`src/rtl/scrub_pkg.sv`:
```
package scrub_pkg;

    parameter int PAY_BYTES = 32;
    parameter int CHK_BYTES = 4;
    parameter int ADDR_W    = 8;
    parameter int RANK_W    = 2;
    parameter int WGT_W     = 3;

    localparam int PAY_W = PAY_BYTES * 8;
    localparam int CHK_W = CHK_BYTES * 8;
    // 4-bit symbols across payload plus check field
    localparam int NSYM  = (PAY_BYTES + CHK_BYTES) * 2;
    localparam int SYM_W = $clog2(NSYM);
    localparam int NCOMP = NSYM / 2;
    localparam int CID_W = $clog2(NCOMP);
    localparam int NRANK = 1 << RANK_W;

    typedef enum logic [2:0] {
        ST_IDLE,
        ST_RDREQ,
        ST_RDWAIT,
        ST_CHECK,
        ST_EVAL,
        ST_WBACK,
        ST_DONE,
        ST_FATAL
    } scrub_state_e;

    typedef enum logic [1:0] {
        VERDICT_CLEAN,
        VERDICT_FIX,
        VERDICT_FATAL
    } verdict_e;

    typedef struct packed {
        logic [RANK_W-1:0] rank;
        logic [ADDR_W-1:0] addr;
    } scrub_job_t;

    // x8: two adjacent symbols per device; x4: a failed pair spans symbol p and p+NCOMP
    function automatic logic [CID_W-1:0] sym_to_comp(input logic [SYM_W-1:0] sym,
                                                     input logic x8);
        if (x8)
            return CID_W'(sym >> 1);
        else if (sym >= SYM_W'(NCOMP))
            return CID_W'(sym - SYM_W'(NCOMP));
        else
            return CID_W'(sym);
    endfunction

endpackage

```
`src/rtl/scrub_patrol.sv`:
```
module scrub_patrol #(
    parameter int ADDR_W = 8,
    parameter int RANK_W = 2,
    parameter int TMR_W  = 16
) (
    input  logic              clk,
    input  logic              rst,
    input  logic              en,
    input  logic [TMR_W-1:0]  interval,
    input  logic [ADDR_W-1:0] top,
    input  logic              take,
    output logic              pending,
    output logic [ADDR_W-1:0] step_addr,
    output logic [RANK_W-1:0] step_rank
);

    logic [TMR_W-1:0]  cnt_q;
    logic              pend_q;
    logic [ADDR_W-1:0] addr_q;
    logic [RANK_W-1:0] rank_q;
    logic              expire;

    assign expire = en && (cnt_q >= interval);

    always_ff @(posedge clk) begin
        if (rst) begin
            cnt_q  <= '0;
            pend_q <= 1'b0;
            addr_q <= '0;
            rank_q <= '0;
        end else begin
            if (!en || expire)
                cnt_q <= '0;
            else
                cnt_q <= cnt_q + 1'b1;

            if (take)
                pend_q <= 1'b0;
            if (expire)
                pend_q <= 1'b1;
            if (!en)
                pend_q <= 1'b0;

            if (take) begin
                if (addr_q >= top) begin
                    addr_q <= '0;
                    rank_q <= rank_q + 1'b1;
                end else begin
                    addr_q <= addr_q + 1'b1;
                end
            end
        end
    end

    assign pending   = pend_q;
    assign step_addr = addr_q;
    assign step_rank = rank_q;

endmodule

```
`src/rtl/scrub_failmap.sv`:
```
module scrub_failmap
    import scrub_pkg::*;
#(
    parameter int R_W = RANK_W,
    parameter int C_W = CID_W,
    parameter int S_W = SYM_W
) (
    input  logic           clk,
    input  logic           rst,
    input  logic           cfg_we,
    input  logic [R_W-1:0] cfg_rank,
    input  logic [C_W-1:0] cfg_comp,
    input  logic           x8,
    input  logic [R_W-1:0] look_rank,
    input  logic [S_W-1:0] sym,
    output logic           hit
);

    localparam int NR = 1 << R_W;

    logic [C_W-1:0] comp_q [NR];

    for (genvar g = 0; g < NR; g++) begin : g_rank
        always_ff @(posedge clk) begin
            if (rst)
                comp_q[g] <= '0;
            else if (cfg_we && cfg_rank == R_W'(g))
                comp_q[g] <= cfg_comp;
        end
    end

    assign hit = (C_W'(sym_to_comp(SYM_W'(sym), x8)) == comp_q[look_rank]);

endmodule

```
`src/rtl/scrub_status.sv`:
```
module scrub_status #(
    parameter int ADDR_W = 8,
    parameter int RANK_W = 2
) (
    input  logic              clk,
    input  logic              rst,
    input  logic              set_ce,
    input  logic              set_fatal,
    input  logic [RANK_W-1:0] ev_rank,
    input  logic [ADDR_W-1:0] ev_addr,
    input  logic [1:0]        clr,
    output logic              ce,
    output logic              fatal,
    output logic [RANK_W-1:0] rank,
    output logic [ADDR_W-1:0] addr
);

    always_ff @(posedge clk) begin
        if (rst) begin
            ce    <= 1'b0;
            fatal <= 1'b0;
            rank  <= '0;
            addr  <= '0;
        end else begin
            if (set_ce)
                ce <= 1'b1;
            else if (clr[0])
                ce <= 1'b0;
            if (set_fatal)
                fatal <= 1'b1;
            else if (clr[1])
                fatal <= 1'b0;
            if (set_ce || set_fatal) begin
                rank <= ev_rank;
                addr <= ev_addr;
            end
        end
    end

endmodule

```
`src/rtl/scrub_engine.sv`:
```
module scrub_engine
    import scrub_pkg::*;
#(
    parameter int TMR_W = 16
) (
    input  logic              clk,
    input  logic              rst,
    input  logic              cfg_we,
    input  logic [RANK_W-1:0] cfg_rank,
    input  logic [CID_W-1:0]  cfg_comp,
    input  logic              dev_x8,
    input  logic              patrol_en,
    input  logic [TMR_W-1:0]  patrol_interval,
    input  logic [ADDR_W-1:0] patrol_top,
    input  logic              dmd_valid,
    output logic              dmd_ready,
    input  logic [ADDR_W-1:0] dmd_addr,
    input  logic [RANK_W-1:0] dmd_rank,
    output logic              rd_req_valid,
    input  logic              rd_req_ready,
    output logic [ADDR_W-1:0] rd_addr,
    output logic [RANK_W-1:0] rd_rank,
    input  logic              rd_rsp_valid,
    input  logic [PAY_W-1:0]  rd_pay,
    input  logic [CHK_W-1:0]  rd_chk,
    output logic              ecc_req_valid,
    output logic [PAY_W-1:0]  ecc_pay,
    output logic [CHK_W-1:0]  ecc_chk,
    input  logic              ecc_rsp_valid,
    input  logic [PAY_W-1:0]  ecc_fix_pay,
    input  logic [CHK_W-1:0]  ecc_fix_chk,
    input  logic [WGT_W-1:0]  ecc_weight,
    input  logic [SYM_W-1:0]  ecc_sym,
    output logic              wr_valid,
    input  logic              wr_ready,
    output logic [ADDR_W-1:0] wr_addr,
    output logic [RANK_W-1:0] wr_rank,
    output logic [PAY_W-1:0]  wr_pay,
    output logic [CHK_W-1:0]  wr_chk,
    output logic              busy,
    output logic              scrub_done,
    output logic              scrub_fatal,
    input  logic [1:0]        stat_clr,
    output logic              ce_flag,
    output logic              fatal_flag,
    output logic [RANK_W-1:0] err_rank,
    output logic [ADDR_W-1:0] err_addr
);

    scrub_state_e      state_q, state_d;
    scrub_job_t        job_q, job_d;
    logic [PAY_W-1:0]  pay_q;
    logic [CHK_W-1:0]  chk_q;
    logic              pend, take, comp_hit;
    logic [ADDR_W-1:0] pat_addr;
    logic [RANK_W-1:0] pat_rank;
    verdict_e          verdict;
    logic              eval_now, set_ce, set_fatal;

    scrub_patrol #(
        .ADDR_W (ADDR_W),
        .RANK_W (RANK_W),
        .TMR_W  (TMR_W)
    ) u_patrol (
        .clk       (clk),
        .rst       (rst),
        .en        (patrol_en),
        .interval  (patrol_interval),
        .top       (patrol_top),
        .take      (take),
        .pending   (pend),
        .step_addr (pat_addr),
        .step_rank (pat_rank)
    );

    scrub_failmap #(
        .R_W (RANK_W),
        .C_W (CID_W),
        .S_W (SYM_W)
    ) u_fmap (
        .clk       (clk),
        .rst       (rst),
        .cfg_we    (cfg_we),
        .cfg_rank  (cfg_rank),
        .cfg_comp  (cfg_comp),
        .x8        (dev_x8),
        .look_rank (job_q.rank),
        .sym       (ecc_sym),
        .hit       (comp_hit)
    );

    // multi-symbol result trusted only on the recorded component
    always_comb begin
        if (ecc_weight == '0)
            verdict = VERDICT_CLEAN;
        else if (ecc_weight == WGT_W'(1) || comp_hit)
            verdict = VERDICT_FIX;
        else
            verdict = VERDICT_FATAL;
    end

    assign eval_now  = (state_q == ST_EVAL) && ecc_rsp_valid;
    assign set_ce    = eval_now && (verdict == VERDICT_FIX);
    assign set_fatal = eval_now && (verdict == VERDICT_FATAL);

    always_comb begin
        state_d = state_q;
        job_d   = job_q;
        take    = 1'b0;
        unique case (state_q)
            ST_IDLE: begin
                if (dmd_valid) begin
                    job_d.rank = dmd_rank;
                    job_d.addr = dmd_addr;
                    state_d    = ST_RDREQ;
                end else if (pend) begin
                    job_d.rank = pat_rank;
                    job_d.addr = pat_addr;
                    take       = 1'b1;
                    state_d    = ST_RDREQ;
                end
            end
            ST_RDREQ:  if (rd_req_ready) state_d = ST_RDWAIT;
            ST_RDWAIT: if (rd_rsp_valid) state_d = ST_CHECK;
            ST_CHECK:  state_d = ST_EVAL;
            ST_EVAL: begin
                if (ecc_rsp_valid) begin
                    case (verdict)
                        VERDICT_CLEAN: state_d = ST_DONE;
                        VERDICT_FIX:   state_d = ST_WBACK;
                        default:       state_d = ST_FATAL;
                    endcase
                end
            end
            ST_WBACK:  if (wr_ready) state_d = ST_DONE;
            ST_DONE:   state_d = ST_IDLE;
            ST_FATAL:  state_d = ST_IDLE;
            default:   state_d = ST_IDLE;
        endcase
    end

    always_ff @(posedge clk) begin
        if (rst) begin
            state_q <= ST_IDLE;
            job_q   <= '0;
            pay_q   <= '0;
            chk_q   <= '0;
        end else begin
            state_q <= state_d;
            job_q   <= job_d;
            if (state_q == ST_RDWAIT && rd_rsp_valid) begin
                pay_q <= rd_pay;
                chk_q <= rd_chk;
            end else if (set_ce) begin
                pay_q <= ecc_fix_pay;
                chk_q <= ecc_fix_chk;
            end
        end
    end

    scrub_status #(
        .ADDR_W (ADDR_W),
        .RANK_W (RANK_W)
    ) u_status (
        .clk       (clk),
        .rst       (rst),
        .set_ce    (set_ce),
        .set_fatal (set_fatal),
        .ev_rank   (job_q.rank),
        .ev_addr   (job_q.addr),
        .clr       (stat_clr),
        .ce        (ce_flag),
        .fatal     (fatal_flag),
        .rank      (err_rank),
        .addr      (err_addr)
    );

    assign busy          = (state_q != ST_IDLE);
    assign dmd_ready     = (state_q == ST_IDLE);
    assign rd_req_valid  = (state_q == ST_RDREQ);
    assign rd_addr       = job_q.addr;
    assign rd_rank       = job_q.rank;
    assign ecc_req_valid = (state_q == ST_CHECK);
    assign ecc_pay       = pay_q;
    assign ecc_chk       = chk_q;
    assign wr_valid      = (state_q == ST_WBACK);
    assign wr_addr       = job_q.addr;
    assign wr_rank       = job_q.rank;
    assign wr_pay        = pay_q;
    assign wr_chk        = chk_q;
    assign scrub_done    = (state_q == ST_DONE);
    assign scrub_fatal   = (state_q == ST_FATAL);

endmodule

```
`config.mk`:
```
export PLATFORM = sky130hd
export DESIGN_NAME = scrub_engine
export DESIGN_NICKNAME = d
export VERILOG_FILES = /design/src/rtl/scrub_pkg.sv /design/src/rtl/scrub_patrol.sv /design/src/rtl/scrub_failmap.sv /design/src/rtl/scrub_status.sv /design/src/rtl/scrub_engine.sv
export SDC_FILE = /design/constraint.sdc
export NUM_CORES = 1
export LEC_CHECK = 0
export BUFFER_PORTS_ARGS = -buffer_cell sky130_fd_sc_hd__buf_2
export CELL_PAD_IN_SITES_DETAIL_PLACEMENT = 0
export CELL_PAD_IN_SITES_GLOBAL_PLACEMENT = 1
export CORE_AREA = 3 3 483 485
export DETAILED_ROUTE_END_ITERATION = 7
export DIE_AREA = 0 0 486 488
export MAX_ROUTING_LAYER = met4
export PLACE_DENSITY_LB_ADDON = 0.25
export SLEW_MARGIN = 20
export SYNTH_ARGS = -nofsm -noshare
export SYNTH_HDL_FRONTEND = slang
export SYNTH_SLANG_ARGS = --single-unit
```
`constraint.sdc`:
```
create_clock -name clk -period 7.55 [get_ports clk]
set_input_delay 1.1325 -clock clk [delete_from_list [all_inputs] [get_ports clk]]
set_output_delay 1.1325 -clock clk [all_outputs]
set_load 0.005 [all_outputs]
```
# Yosys cells after proc, flatten, opt, wreduce, memory -nomap -nowiden
# Memory sizes are Yosys's and may differ from the RTL's. A register that Yosys moved wholly into a read port is not among the register bits.
# Cells that the tools add are included.
# W data, S select, Z words.
# totals
output_inout_bits	615
ramBits	24
mem_count	1
reg_bits	340
in_bits	640
# mem_list
name	words	width	read_ports	rd_ports_with_merged_regs	wr	line	source
u_fmap.comp_q	4	6	1	1	4	scrub_failmap.sv:21	logic [C_W-1:0] comp_q [NR];
# op_classes
bitwise	5
add_sub_neg	4
mux	48
reduce_logical	29
n_lt_le_gt_ge	3
eq_ne	19
# ops
cell	count
$mux W256	2
$mux W32	2
$mux W6	6
$mux W1	23
$pmux W3 S7	1
$mux W10	2
$mux W3	6
$add A16 B1 Y16 const B	1
$ge A16 B16 Y1	1
$eq A3 B3 Y1 const B	4
$reduce_bool A2 Y1	5
$logic_and A1 B1 Y1	9
$add A8 B1 Y8 const B	1
$ge A8 B8 Y1	1
$mux W2	4
$mux W8	1
$ge A7 B6 Y1 const B	1
$eq A2 B2 Y1 const B	3
$eq A3 B1 Y1 const B	2
$eq A3 B2 Y1 const B	2
$eq A6 B6 Y1	1
$logic_not A3 Y1	2
$reduce_or A2 Y1	3
$sub A6 B6 Y6 const B	1
14 further kinds	24

# Longest topological paths before layout
# Gate-level depths: netlist of run 1.
# logic_depth
word_depth	11
mapped_depth	11
mapped_depth_nobuf	9

# Modules after synthesis
# A second synthesis of run 1 with hierarchy kept.
# hier_totals
hier_cells	2369
area_unflattened_um2	19442.4
# by_module_without_submodules
mod	seq_area_each_um2	area_per_inst_um2	instances	cells_per_inst
scrub_engine	6025.8	15720.1	1	1988
scrub_patrol	540.5	1757.9	1	208
scrub_failmap	720.7	1477.7	1	120
scrub_status	240.2	486.7	1	53

# Worst setup path before layout of run 1
# No wires, ideal clock.
# synth_timing
path_type	input to register
start	in dev_x8
end	reg chk_q[0], in the netlist ecc_chk[0]
required_ns	7.429
setup_time_ns	0.121
path_stages	10
path_slack_ns	4.226
t_arrival_ns	3.203
path_buffers	3
path_cell_list	buf_2 > or4_1 > nand3_1 > a21oi_1 > nand4b_4 > nor4_4 > a21oi_4 > buf_6 > buf_6 > mux2_4
# synth_via
elab_chain_len	8
# synth_rtl
element	line	source
start: declaration	scrub_engine.sv:11	input logic dev_x8,
$mux W6	scrub_pkg.sv:43	if (x8)
$eq A6 B6 Y1	scrub_failmap.sv:32	assign hit = (C_W'(sym_to_comp(SYM_W'(sym), x8)) == comp_q[look_rank]);
$logic_or A1 B1 Y1	scrub_engine.sv:96	else if (ecc_weight == WGT_W'(1) || comp_hit)
$mux W2	scrub_engine.sv:96	
$mux W2	scrub_engine.sv:94	if (ecc_weight == '0)
$eq A2 B1 Y1	scrub_engine.sv:103	assign set_ce = eval_now && (verdict == VERDICT_FIX);
$logic_and A1 B1 Y1	scrub_engine.sv:103	
$reduce_bool A2 Y1 (no line)	-	
end signal: assignment	scrub_engine.sv:153	chk_q <= rd_chk;
end signal: assignment	scrub_engine.sv:156	chk_q <= ecc_fix_chk;
end: declaration	scrub_engine.sv:53	logic [CHK_W-1:0] chk_q;
# No other way between the ends.
# A chain may end at the register's enable or synchronous reset.

# Final worst setup path of run 1
# layout_timing
start	in ecc_sym[2]
end	reg pay_q[23], in the netlist ecc_pay[23]
# layout_via
elab_chain_len	10
elab_cells_between_ends	11
# layout_rtl
element	line	source
start: declaration	scrub_engine.sv:33	input logic [SYM_W-1:0] ecc_sym,
$sub A6 B6 Y6 / $ge A7 B6 Y1 (equally long branches)	scrub_pkg.sv:46, scrub_pkg.sv:45	
$mux W6	scrub_pkg.sv:45	else if (sym >= SYM_W'(NCOMP))
$mux W6 *	scrub_pkg.sv:43	
$eq A6 B6 Y1 *	scrub_failmap.sv:32	
$logic_or A1 B1 Y1 *	scrub_engine.sv:96	
$mux W2 *	scrub_engine.sv:96	
$mux W2 *	scrub_engine.sv:94	
$eq A2 B1 Y1 *	scrub_engine.sv:103	
$logic_and A1 B1 Y1 *	scrub_engine.sv:103	
$reduce_bool A2 Y1 (no line) *	-	
end signal: assignment	scrub_engine.sv:152	pay_q <= rd_pay;
end signal: assignment	scrub_engine.sv:155	pay_q <= ecc_fix_pay;
end: declaration	scrub_engine.sv:52	logic [PAY_W-1:0] pay_q;
# Mark *: on every way between the ends. The rest lies on a longest branch, timed or not.

==> results of run 1 <==
==> layout make-up <==
type	instances	area, µm²
antenna	45	113
clock buffer	78	1550
inverter	37	139
fill	26600	198000
sequential	366	7570
timing repair buffer	1279	6600
clock inverter	16	171
multi-input combinational	1770	11700
tap	3026	3790
==> layout by cell type, fill, tap and decap left out, types with 4 or more instances in the layout <==
master     instances
xnor2_1           11
ha_1              28
a21o_1            10
edfxtp_1          24
clkbuf_8          11
nand3_1           14
mux4_2             6
clkinv_2          10
buf_12            10
a21oi_1          308
a211oi_1          14
o21ai_0            6
inv_1             37
clkbuf_1          13
nand4_1            5
dfxtp_1          342
mux2i_1           15
and2_1            24
mux2_2            69
xor2_1            17
diode_2           45
or4_1              4
buf_4             15
nand2b_1           5
nor3_1             9
mux2_1            20
o31ai_1            5
mux2_4           200
buf_2           1253
nor2_1            60
clkbuf_16         54
nor2b_1          290
nand2_1          618
==> state kept, by name, summed over array words and instances, names as in the netlist, named ones only <==
name,cells
ecc_pay,256
ecc_chk,32
u_fmap.comp_q,24
u_patrol.cnt_q,16
rd_addr,8
u_patrol.step_addr,8
u_status.addr,8
state_q,3
rd_rank,2
u_patrol.step_rank,2
u_status.rank,2
u_patrol.pending,1
u_status.ce,1
u_status.fatal,1
==> metrics by stage <==
| stage | hold WS [ns] | instance area [µm²] | worst slack [ns] |
|---|---|---|---|
| final | 0.457 | 31600 | 3.31 |
| after global routing | 0.477 | 31600 | 3.04 |
| after CTS | 0.457 | 31500 | 3.31 |
| after detailed placement | 0.449 | 29800 | 2.58 |
| after global placement | 0.444 | 29800 | 2.53 |
| after floorplan | 0.441 | 22500 | 4.23 |
==> cells in the mapped netlist, types with 2 or more instances <==
library cell / instances / area, µm²
mux2i_1: 15 / 150
a21o_1: 10 / 75.1
nand3_1: 15 / 75.1
nand4_1: 5 / 31.3
a211oi_1: 14 / 105
a31o_2: 3 / 26.3
nand2_1: 618 / 2320
a21oi_1: 308 / 1540
mux2_4: 200 / 3000
mux2_1: 20 / 225
mux2_2: 69 / 777
nor2b_1: 290 / 1810
or3_1: 3 / 18.8
nor3_1: 9 / 45.0
clkbuf_1: 137 / 514
o21a_1: 2 / 15.0
inv_1: 37 / 139
mux4_2: 6 / 135
and2_1: 24 / 150
o31ai_1: 5 / 37.5
buf_6: 25 / 282
or2_2: 2 / 12.5
o21ai_0: 6 / 30.0
buf_1: 7 / 26.3
buf_4: 299 / 2240
nor3b_1: 2 / 15.0
buf_2: 7 / 35.0
ha_1: 28 / 350
dfxtp_1: 342 / 6850
or4_1: 4 / 30.0
xnor2_1: 11 / 96.3
xor2_1: 17 / 149
o211ai_1: 3 / 22.5
edfxtp_1: 24 / 721
nor2_1: 60 / 225
and3_1: 3 / 18.8
nand2b_1: 5 / 31.3
==> metal layers <==
metal	wire (µm)	vias to the layer above	GRT usage
met4	3240	0	0.0270
met3	19700	147	0.0657
met2	65000	1020	0.186
met5	0	-	-
li1	-	10200	-
met1	59700	9998	0.139
==> kinds of logic after synthesis <==
family,Yosys count
XOR/XNOR,29
adder cells (fa/ha/maj),28
multiplexers,310
AO/OA/AOI/OAI,359
AND/OR/NAND/NOR,1044
flip-flops,366
buffers and inverters,512
==> worst max-delay path, cell delays in order <==
cell	delay, ns
buf_2	0.13
inv_1	0.11
ha_1	0.24
and3b_1	0.19
a211oi_1	0.24
o32ai_1	0.15
xor2_1	0.18
nor4_4	0.79
a21oi_4	0.37
buf_12	0.29
buf_12	0.28
mux2_4	0.39
==> path summary, 6_finish.rpt <==
| check | endpoint | startpoint |
|---|---|---|
| worst max-delay path | ecc_pay[23] | ecc_sym[2] |
| worst min-delay path | u_status.addr[3] | u_status.addr[3] |
| worst max register to register | ecc_pay[23] | flip-flop |
| worst min register to register | u_status.addr[3] | u_status.addr[3] |
==> where the power goes <==
group          internal, mW  leakage (nW)  switching [mW]
Sequential             2.02          3.00          0.0781
Clock                  1.51         0.849            1.06
Combinational         0.392          11.9           0.503
==> metrics.txt, run 1 <==
DIE AREA 0.237 mm²; adder-cell area share of the yosys netlist 0.0156; Clock Latency Late Sink 0.66 ns; Worst R2R Setup Slack 3.38 ns; Worst Tran Pin Value 1.18 ns; placed instance count 6478; Post-Synth XOR/XNOR Area 0.0116; Clock transition at path regs 0.06 ns; Final Cycle Share 0.562; Seq/Total Area, Yosys 0.336; Iter 0 DRT Violations 1008; highest clock rate 236 MHz; Power Total 5.56 mW; TritonCTS clock tree built; fraction of the mapped netlist area in simple logic gates 0.216; Mapped Cells 2648; hold bufs inserted after CTS 0; CTS Buffer Depth 3; RSZ-0062 raised after global routing false; Max Cap Violations 0; EDFF count, synth 24; critical path required time 8.07 ns; hold path cells 2; share of cells above drive strength 1 0.464; H-tree depth 2; Synth Area in Compound Gates 0.0860; detailed placer's ending HPWL 122000 µm; Async SR Flop Fraction 0; Synth cell types 50; CP Max Fanout 65; PostCTS Resize Cnt 0; final setup vio count 0; pwr dens 176 mW/mm²; Num CTS Buffers 54; max_slew headroom 0.216; status finished clean; clk sinks 366; mux contribution to synthesized area 0.191; Finished Core Util 0.138; largest net degree at the start of global routing 182; Die Height 488 µm; vias in the first global route 21500; Top FF cell, synth dfxtp_1; Syn Nets 3316; Syn. warnings 0; average wire per standard cell 22.3 µm; grt ovf 0; core area 0.230 mm²; vias per inst 3.22; Final Wtd Congestion 0.852; Rows 176; port bufs 1254; Post-Layout Cell Count 6617; routed via count 21300; final hold vios 0; Die X 486 µm; FF+latch count, synth 366; DRC violations left 0; worst path arrival time 4.77 ns; Worst Setup Path Type primary input to flip-flop; main combinational cell family by area after synthesis simple AND/OR/NAND/NOR gates; Routed Wire Length 148000 µm; GRT Util Overall 0.121; syn avg cell area 8.49 µm²; skew final 0.0353 ns; nets 4176; worst r2r path cells 9; HP Class flip-flop to flip-flop; # IOs 1255; first-pass GRT wire length 193000 µm; Starting Density 0.0979; fin. max-slew vios 0; Startpoint Class primary input; Max VDD drop 0.134 mV; Area Growth Syn to Fin 40.6%; DRT antenna net count 0; antenna violations before repair 60; setup tns final 0 ns; synthesized cell area 0.0225 mm²; leakage power 15.8 nW; Root Driver clkbuf_16; first-pass iteration count of the detailed router 4; Crit. End Element flip-flop; post-CTS setup repair buffer count 0; post-route minimum period 4.24 ns
No activity file was read; power rests on OpenSTA's default activity.
==> inputs of run 2 (changes only) <==
CORE_AREA = 3 3 493 495   (was 3 3 483 485)
DIE_AREA = 0 0 496 498   (was 0 0 486 488)
clock period = 3.9 ns   (was 7.55 ns; I/O delays follow)
==> metrics.txt, run 2 (synthesis gave the netlist of run 1 again) <==
Final Wtd Congestion 0.868 (was 0.852); detailed placer's ending HPWL 135000 µm (was 122000 µm); Clock transition at path regs 0.06 ns (about the same); routed via count 21700 (was 21300); share of cells above drive strength 1 0.473 (was 0.464); CTS Buffer Depth 3 (unchanged); first-pass GRT wire length 205000 µm (was 193000 µm); H-tree depth 2 (unchanged); HP Class primary input to flip-flop (was flip-flop to flip-flop); antenna violations before repair 55 (was 60); Area Growth Syn to Fin 43.7% (was 40.6%); Root Driver clkbuf_16 (unchanged); nets 4229 (was 4176); DP Area 0.0305 mm² (was 0.0298 mm²); Iter 0 DRT Violations 1100 (was 1008); # IOs 1255 (unchanged); Clock Latency Late Sink 0.68 ns (was 0.66 ns); GRT Util Overall 0.125 (was 0.121); skew final 0.0425 ns (was 0.0353 ns); clk sinks 366 (unchanged); worst r2r path cells 9 (unchanged); largest net degree at the start of global routing 142 (was 182); status finished clean (unchanged); Rows 179 (was 176); Die Height 498 µm (was 488 µm); pwr dens 340 mW/mm² (was 176 mW/mm²); Power Total 11.0 mW (was 5.56 mW); critical path required time 4.42 ns (was 8.07 ns); Routed Wire Length 159000 µm (was 148000 µm); Largest register FFs 256 (unchanged); setup tns final 0 ns (unchanged); average wire per standard cell 23.3 µm (was 22.3 µm); Num CTS Buffers 54 (unchanged); post-route minimum period 3.37 ns; RSZ-0062 raised after global routing false (unchanged); Worst Setup Path Type flip-flop to flip-flop (was primary input to flip-flop); Min-Delay Startpoint patrol_en (was u_status.addr[3]); hold bufs inserted after CTS 0 (unchanged); hold path cells 2 (unchanged); leakage power 16.1 nW (was 15.8 nW); Startpoint Class flip-flop (was primary input); Crit. End Element flip-flop (unchanged); TritonCTS clock tree built (unchanged); port bufs 1254 (unchanged); pre-CTS WS 0.328 ns (was 2.58 ns); Die X 496 µm (was 486 µm); Final Cycle Share 0.864; first-pass iteration count of the detailed router 5 (was 4); DRC violations left 0 (unchanged); fin. max-slew vios 0 (unchanged); Starting Density 0.0944 (was 0.0979); DIE AREA 0.247 mm² (was 0.237 mm²); Max Cap Violations 0 (unchanged); worst path arrival time 3.89 ns (was 4.77 ns); vias in the first global route 22000 (was 21500); DRT antenna net count 0 (unchanged); final hold vios 0 (unchanged); fin area 0.0323 mm² (was 0.0316 mm²); post-CTS setup repair buffer count 0 (unchanged); final worst slack 0.532 ns (was 3.31 ns); most frequent cells in the layout 1253 x buf_2, 618 x nand2_1, 342 x dfxtp_1, 308 x a21oi_1, 290 x nor2b_1 (unchanged); RR Endpoint ecc_chk[30] (was ecc_pay[23]); grt ovf 0 (unchanged); core area 0.238 mm² (was 0.230 mm²); final setup vio count 0 (unchanged); Max VDD drop 0.270 mV (was 0.134 mV); commonest non-fill, non-tap cell in the layout buf_2 (unchanged); max_slew headroom 0.305 (was 0.216); highest clock rate 297 MHz; worst hold path endpoint u_patrol.pending (was u_status.addr[3]); PostCTS Resize Cnt 0 (unchanged); CP Max Fanout 31 (was 65); Hold Slack 0.183 ns (was 0.457 ns); vias per inst 3.19 (was 3.22); Worst R2R Setup Slack 0.53 ns (was 3.38 ns); Worst Tran Pin Value 1.04 ns (was 1.18 ns)
## run 2: changes by cell type in the layout (fill, tap and decap cells not counted), sizes merged
cell | previous run | this run
buf | 1279 | 1332
bufinv | 3 | 4
clkbuf | 78 | 75
clkinv | 11 | 15
clkinvlp | 2 | 3
diode | 45 | 32
inv | 37 | 40
## run 2: final cells by class
class | instances | area, µm²
Tap cell | 3167 | 3960
Fill cell | 27600 | 206000
Clock inverter | 25 | 253
Inverter | 37 | 139
Sequential cell | 366 | 7570
Antenna cell | 32 | 80.1
Clock buffer | 75 | 1530
Multi-Input combinational cell | 1770 | 11700
Timing Repair Buffer | 1332 | 7080
## run 2: routing by layer
metal	GRT usage	vias up	part of all wire
met5	-	-	0
met4	0.0283	0	0.023
met3	0.0527	139	0.11
met2	0.201	1028	0.46
met1	0.145	10300	0.41
li1	-	10300	-
## run 2: worst max-delay path by stage
| stage | depth (start not counted) | end | slack (ns) |
|---|---|---|---|
| final | 9 | ecc_chk[30] | 0.53 |
| after global routing | 9 | ecc_pay[241] | 0.39 |
| after CTS | 9 | ecc_pay[243] | 0.52 |
| after detailed placement | 12 | ecc_pay[5] | 0.33 |
| after global placement | 12 | ecc_pay[9] | 0.27 |
| after floorplan | 10 | ecc_chk[0] | 1.12 |
## run 2: power breakdown
| part | internal, mW | total, mW | switching (mW) |
|---|---|---|---|
| Clock | 2.99 | 5.11 | 2.11 |
| Combinational | 0.796 | 1.82 | 1.03 |
| Sequential | 3.91 | 4.07 | 0.165 |
| Total | 7.70 | 11.0 | 3.30 |
## run 2: stage by stage
| stage | instances | utilization |
|---|---|---|
| after floorplan | 2648 | - |
| final | 6804 | 0.136 |
| after CTS | 6772 | 0.135 |
| after global routing | 6801 | 0.136 |
| after detailed placement | 6672 | 0.128 |
| after global placement | 6672 | 0.128 |
## run 2: worst max-delay path, cell delays in order (launching register included)
cell      delay, ns
dfxtp_1        0.61
mux2i_1        0.20
mux4_2         0.52
xor2_2         0.18
nand4b_4       0.12
nor4_4         0.57
a21oi_4        0.16
buf_12         0.21
buf_12         0.24
mux2_4         0.32
